$ cat src/rtl/bwc_pkg.sv
package bwc_pkg;
  // strobes from the control half to the register half
  typedef struct packed {
    logic releaseAll;   // every run flag is clear: set them all
    logic captureSync;  // sync requests may clear flags this cycle
  } bwcStrobe_t;
endpackage

$ cat src/rtl/bwc_ctrl.sv
module bwc_ctrl
  import bwc_pkg::*;
#(
  parameter int NC   = 4,
  parameter int TGTW = $clog2(NC) + 1
) (
  input  logic [NC-1:0]      runFlag,
  input  logic [NC-1:0]      sleepFlag,
  input  logic [NC-1:0]      syncReq,
  input  logic [NC-1:0]      intxValid,
  input  logic [NC*TGTW-1:0] intxTarget,
  output bwcStrobe_t         strobe,
  output logic [NC-1:0]      syncClr,
  output logic [NC-1:0]      wakeHit
);
  always_comb begin
    strobe.releaseAll  = (runFlag == '0);
    strobe.captureSync = ~strobe.releaseAll;
    syncClr = strobe.captureSync ? (syncReq & runFlag) : '0;
  end

  // one wake decision per target, OR-ing every sender aimed at it
  for (genvar t = 0; t < NC; t++) begin : g_target
    logic aimed;
    always_comb begin
      aimed = 1'b0;
      for (int s = 0; s < NC; s++) begin
        if (intxValid[s] && (intxTarget[s*TGTW +: TGTW] == TGTW'(t)))
          aimed = 1'b1;
      end
      wakeHit[t] = aimed & sleepFlag[t];
    end
  end
endmodule

$ cat src/rtl/bwc_datapath.sv
module bwc_datapath
  import bwc_pkg::*;
#(
  parameter int NC = 4
) (
  input  logic          clk,
  input  logic          rstN,
  input  bwcStrobe_t    strobe,
  input  logic [NC-1:0] syncClr,
  input  logic [NC-1:0] wakeHit,
  input  logic [NC-1:0] wfiReq,
  output logic [NC-1:0] runFlag,
  output logic [NC-1:0] sleepFlag,
  output logic [NC-1:0] wakePulse
);
  always_ff @(posedge clk or negedge rstN) begin
    if (!rstN) begin
      runFlag   <= '1;
      sleepFlag <= '0;
      wakePulse <= '0;
    end else begin
      runFlag   <= strobe.releaseAll ? '1 : (runFlag & ~syncClr);
      sleepFlag <= (sleepFlag & ~wakeHit) | wfiReq;
      wakePulse <= wakeHit;
    end
  end
endmodule

$ cat src/rtl/barrier_wake_ctrl.sv
module barrier_wake_ctrl
  import bwc_pkg::*;
#(
  parameter int NC   = 4,
  parameter int IDW  = (NC > 1) ? $clog2(NC) : 1,
  parameter int TGTW = $clog2(NC) + 1
) (
  input  logic               clk,
  input  logic               rstN,
  input  logic [NC-1:0]      syncReq,
  input  logic [NC-1:0]      wfiReq,
  input  logic [NC-1:0]      intxValid,
  input  logic [NC*TGTW-1:0] intxTarget,
  output logic [NC-1:0]      runEn,
  output logic [NC-1:0]      int0Wake,
  output logic [NC-1:0]      wfiSleep,
  output logic [NC*IDW-1:0]  coreIdx
);
  bwcStrobe_t    strobe;
  logic [NC-1:0] syncClr;
  logic [NC-1:0] wakeHit;

  bwc_ctrl #(.NC(NC), .TGTW(TGTW)) i_ctrl (
    .runFlag   (runEn),
    .sleepFlag (wfiSleep),
    .syncReq   (syncReq),
    .intxValid (intxValid),
    .intxTarget(intxTarget),
    .strobe    (strobe),
    .syncClr   (syncClr),
    .wakeHit   (wakeHit)
  );

  bwc_datapath #(.NC(NC)) i_datapath (
    .clk      (clk),
    .rstN     (rstN),
    .strobe   (strobe),
    .syncClr  (syncClr),
    .wakeHit  (wakeHit),
    .wfiReq   (wfiReq),
    .runFlag  (runEn),
    .sleepFlag(wfiSleep),
    .wakePulse(int0Wake)
  );

  for (genvar k = 0; k < NC; k++) begin : g_cid
    assign coreIdx[k*IDW +: IDW] = IDW'(k);
  end
endmodule

$ cat config.mk
export PLATFORM = sky130hd
export DESIGN_NAME = barrier_wake_ctrl
export DESIGN_NICKNAME = d
export VERILOG_FILES = /design/src/rtl/bwc_pkg.sv /design/src/rtl/bwc_ctrl.sv /design/src/rtl/bwc_datapath.sv /design/src/rtl/barrier_wake_ctrl.sv
export SDC_FILE = /design/constraint.sdc
export NUM_CORES = 1
export LEC_CHECK = 0
export ABC_AREA = 0
export CAP_MARGIN = 15
export CORE_MARGIN = 2
export CORE_UTILIZATION = 37
export DETAILED_ROUTE_END_ITERATION = 6
export GPL_ROUTABILITY_DRIVEN = 0
export GPL_TIMING_DRIVEN = 0
export PLACE_DENSITY = 0.83
export SLEW_MARGIN = 5
export SYNTH_ARGS = -nofsm -noshare
export SYNTH_HDL_FRONTEND = slang
export SYNTH_SLANG_ARGS = --single-unit
$ cat constraint.sdc
create_clock -name clk -period 1.9 [get_ports clk]
set_input_delay 0.38 -clock clk [delete_from_list [all_inputs] [get_ports clk]]
set_output_delay 0.38 -clock clk [all_outputs]
set_load 0.01 [all_outputs]
; ---- Word-level counts from Yosys, hierarchy flattened
; Cells that the tools add are included.
[op_classes]
n_reduce_logical = 21
n_mux = 18
eq_ne = 12
bitwise_logic = 10
[op_table]
columns = cell, n
row1 = "equality test 3 x 2 -> 1 bit, second input constant", 8
row2 = logical AND 1 bit, 16
row3 = two-way mux 1 bit, 16
row4 = AND 4 bit, 3
row5 = "equality test 3 x 1 -> 1 bit, second input constant", 4
row6 = zero test 3 bit, 4
row7 = two-way mux 4 bit, 2
row8 = NOT 4 bit, 2
row9 = AND 1 bit, 4
row10 = zero test 4 bit, 1
row11 = OR 4 bit, 1
[totals]
register_bits = 12
elab_cells = 64
input_bits = 26
out_inout_bits = 20

; ---- Longest topological paths before layout
[logic_depth]
ltp_word = 10
ltp_mapped = 3
ltp_nobuf = 3

; ---- By module
; Synthesis repeated with hierarchy kept, for this count alone.
[unflattened]
cells_unflattened = 65
area_unflattened_um2 = 704.4
[modules_own_cells]
columns = mod, area_each_um2, cells_per_inst, n_inst
row1 = bwc_datapath, 395.4, 28, 1
row2 = bwc_ctrl, 241.5, 27, 1
row3 = barrier_wake_ctrl, 67.6, 10, 1

; ---- Worst setup path after synthesis
; OpenSTA, ideal clock, no wires.
[synth_timing]
kind = input port to flip-flop
from = input intxTarget[7]
to = register i_datapath.sleepFlag[0]
arrival_ps = 964
path_buffers = 0
cell_stages = 3
setup_time_ps = 120
required_time_ps = 1780
path_slack_ps = 816
cell_sequence = nor4b_1 > nor2_1 > a31o_2
[synth_between]
elab_chain_cells = 8
[synth_rtl]
columns = element, line
row1 = start: declaration, barrier_wake_ctrl.sv:13  ; input logic [NC*TGTW-1:0] intxTarget,
row2 = zero test 3 bit, bwc_ctrl.sv:28  ; if (intxValid[s] && (intxTarget[s*TGTW +: TGTW] == TGTW'(t)))
row3 = logical AND 1 bit, bwc_ctrl.sv:28
row4 = two-way mux 1 bit (2 in a row), bwc_ctrl.sv:28
row5 = AND 1 bit, bwc_ctrl.sv:31  ; wakeHit[t] = aimed & sleepFlag[t];
row6 = NOT 4 bit, bwc_datapath.sv:23  ; sleepFlag <= (sleepFlag & ~wakeHit) | wfiReq;
row7 = AND 4 bit, bwc_datapath.sv:23
row8 = OR 4 bit, bwc_datapath.sv:23
row9 = end signal: assignment, bwc_datapath.sv:23
row10 = end: declaration, bwc_datapath.sv:13  ; output logic [NC-1:0] sleepFlag,
; No other way between the ends.

; ---- Final worst setup path
[layout_timing]
from = register i_datapath.runFlag[1]
to = output runEn[1]
[layout_rtl]
columns = element, line
row1 = start: declaration, bwc_datapath.sv:12  ; output logic [NC-1:0] runFlag,
row2 = start signal: assignment, bwc_datapath.sv:22  ; runFlag <= strobe.releaseAll ? '1 : (runFlag & ~syncClr);
row3 = end: declaration, barrier_wake_ctrl.sv:14  ; output logic [NC-1:0] runEn,
; No word-level cell between the ends.

==> impl_metrics.json <==
{
  "status": "finished clean",
  "clk_latency_ns": 0.26,
  "path_buf_inv": 1,
  "reg2reg_to": "i_datapath.runFlag[1]",
  "fmax_mhz": 587,
  "leakagePower_uw": 0.000466,
  "total_power_uw": 837,
  "syn_avg_cell_area_um2": 10.9,
  "cp_slowest_cell": "dfstp_2",
  "crit_chain": "clkdlybuf4s50_1",
  "yosys_warnings": 0,
  "postSynthCellCount": 62,
  "worstMarginPinSlew_ns": 0.517,
  "cts_root_buffer": "clkbuf_4",
  "clkPwrFrac": 0.186,
  "ff2ff_path_depth": 3,
  "critPathLaunchType": "register",
  "die_w_um": 46.7,
  "critical_path_cell_count": 1,
  "grt_max_degree": 13,
  "fin_setup_tns_ns": 0,
  "antenna_left": 0,
  "clock-skew-final_ns": 0.00356,
  "cap_violations": 0,
  "slew_violations": 0,
  "holdBufCountCts": 0,
  "multi_input_area_um2": 313,
  "crit_path_end_kind": "output pin",
  "cts_buffers": 3,
  "seqPwrFrac": 0.435,
  "critPathKind": "reg2out",
  "dpl.cell_count": 130,
  "relSlewSlack": 0.654,
  "clock_sinks": 12,
  "setup.worst_path.start": "i_datapath.runFlag[1]",
  "ys_ff_latch": 12,
  "path_clk_slew_ns": 0.07,
  "n_fill_cell": 159,
  "grt_pass1_wl_um": 2420,
  "post-route-drc-count": 0,
  "detail_route.wl_per_cell_um": 11.2,
  "cts_resized": 0,
  "antennaDiodeCount": 0,
  "rr_startpoint": "i_datapath.runFlag[0]",
  "combPwrFrac": 0.378,
  "grt_usage": 0.156,
  "drive_gt1_frac": 0.193,
  "ctsLongestPathBuffers": 2,
  "start_util": 0.391,
  "r2r_setup_slack_ns": 1.02,
  "irDropWorstVdd_mv": 0.346,
  "cts_tree": "yes",
  "period_minus_slack_ns": 1.70,
  "route.vias.total": 626,
  "pwr_density_cell_nw_per_um2": 744,
  "synth-seq-area-share": 0.453,
  "cp-endpoint": "runEn[1]",
  "dr.pass1.iters": 2,
  "post-route-period-util": 0.896,
  "rsz0062_at_grt": "false",
  "postCtsSetupRepairBufs": 0,
  "grt_pass1_vias": 572,
  "coreArea_um2": 1730,
  "hold_viol": 0,
  "die_y_um": 46.7,
  "p_int_uw": 606,
  "p_sw_frac": 0.276,
  "portBuffers": 37,
  "path_delay_family": "flip-flops",
  "initialDrtViolationCount": 5,
  "hpwl_um": 1300,
  "min_path_type": "in2async",
  "io_pins": 46,
  "cp_slowest_stage_delay_ns": 0.54,
  "avgViaCountPerCell": 4.67,
  "critical_path_arrival_ns": 1.32,
  "htreeDepth": 1,
  "fp.dieArea_um2": 2180,
  "p_sw_uw": 231,
  "fin_cells": 134,
  "wl_um": 1500,
  "area_growth_pct": 66.8,
  "antenna_found_initial": 0,
  "register_area_um2": 305,
  "setup_viol": 0,
  "rows": 15,
  "gr-total-overflow": 0,
  "layout.nets": 136,
  "ys_types": 20,
  "critPathMaxFanout": 2,
  "syn-cell-area_um2": 674,
  "cp_data_required_time_ns": 1.52
}
## how the worst min path moves through the flow
stage / startpoint / end / slack, ns / cells after the start
2_1_floorplan: rstN / i_datapath.sleepFlag[0] / 0.08 / 0
3_3_place_gp: i_datapath.sleepFlag[1] / i_datapath.sleepFlag[1] / 0.48 / 1
3_5_place_dp: i_datapath.sleepFlag[1] / i_datapath.sleepFlag[1] / 0.48 / 1
4_1_cts: rstN / i_datapath.wakePulse[2] / 0.47 / 1
5_1_grt: rstN / i_datapath.wakePulse[2] / 0.50 / 1
6_report: rstN / i_datapath.wakePulse[2] / 0.46 / 1
## power by group through the flow
stage / combinational (uW) / clock, uW / sequential [uW]
2_1_floorplan: 99.2 / 0 / 397
3_3_place_gp: 311 / 0 / 366
3_5_place_dp: 319 / 0 / 370
4_1_cts: 320 / 164 / 365
5_1_grt: 355 / 174 / 372
6_report: 317 / 156 / 364
## sequential cells by signal (all words and copies together) (netlist names)
| register | flops |
|---|---|
| i_datapath.runFlag | 4 |
| i_datapath.sleepFlag | 4 |
| i_datapath.wakePulse | 4 |
## metal layers
metal	part of all wire	up-vias	GRT usage
li1	-	311	-
met5	0	-	0
met3	0.069	0	0.0392
met1	0.44	289	0.188
met2	0.49	26	0.269
met4	0	0	0.0500
## logic make-up after synthesis
| kind of cell | after synthesis | share of synthesized area |
|---|---|---|
| compound gates | 10 | 0.100 |
| simple gates | 25 | 0.319 |
| other cells | 2 | 0.0111 |
| flops | 12 | 0.453 |
| buf+inv | 13 | 0.117 |
## placed cells by master (no fill, tap or decap)
cell type        instances
o21bai_1                 1
nor4_2                   1
nor4b_1                  4
inv_1                    5
clkbuf_1                 1
clkbuf_4                 3
nor4bb_1                 3
nand4_1                  2
dfrtp_1                  8
buf_4                    8
and4bb_1                 2
dfstp_2                  4
a21boi_0                 2
nor2_1                   4
and4bb_2                 3
conb_1                   8
and2_1                   1
a21o_1                   1
clkdlybuf4s50_1         37
nor2b_1                  1
a31o_2                   2
o21ai_0                  4
nand4b_1                 4
## synthesized netlist by cell type
library cell | number | area share
nor4b_1 | 4 | 0.052
o21ai_0 | 4 | 0.030
nor4_2 | 1 | 0.019
nor4bb_1 | 3 | 0.045
dfrtp_1 | 8 | 0.30
nand4b_1 | 4 | 0.052
a21o_1 | 1 | 0.011
a21boi_0 | 2 | 0.022
and2_1 | 1 | 0.0093
a31o_2 | 2 | 0.026
dfstp_2 | 4 | 0.16
nor2b_1 | 1 | 0.0093
buf_4 | 8 | 0.089
nor2_1 | 4 | 0.022
and4bb_1 | 2 | 0.037
o21bai_1 | 1 | 0.011
nand4_1 | 2 | 0.019
inv_1 | 5 | 0.028
and4bb_2 | 3 | 0.056
conb_1 | 2 | 0.011
## layout make-up
class                      count  area share
clock buffer                   4      0.0234
tap                           25      0.0278
timing repair buffer          37       0.329
multi-input combinational     43       0.278
buffer                         8      0.0534
sequential                    12       0.271
inverter                       5      0.0167
## metrics by stage
stage	util	hold slack, ns	setup WS, ns	cell area (um^2)
floorplan	-	0.0844	0.816	697
global placement	0.636	0.476	0.230	1100
detailed placement	0.636	0.481	0.172	1100
CTS	0.651	0.468	0.178	1120
global route	0.651	0.500	0.142	1120
finish	0.651	0.458	0.197	1120
Power figures use the tool's default switching activity.
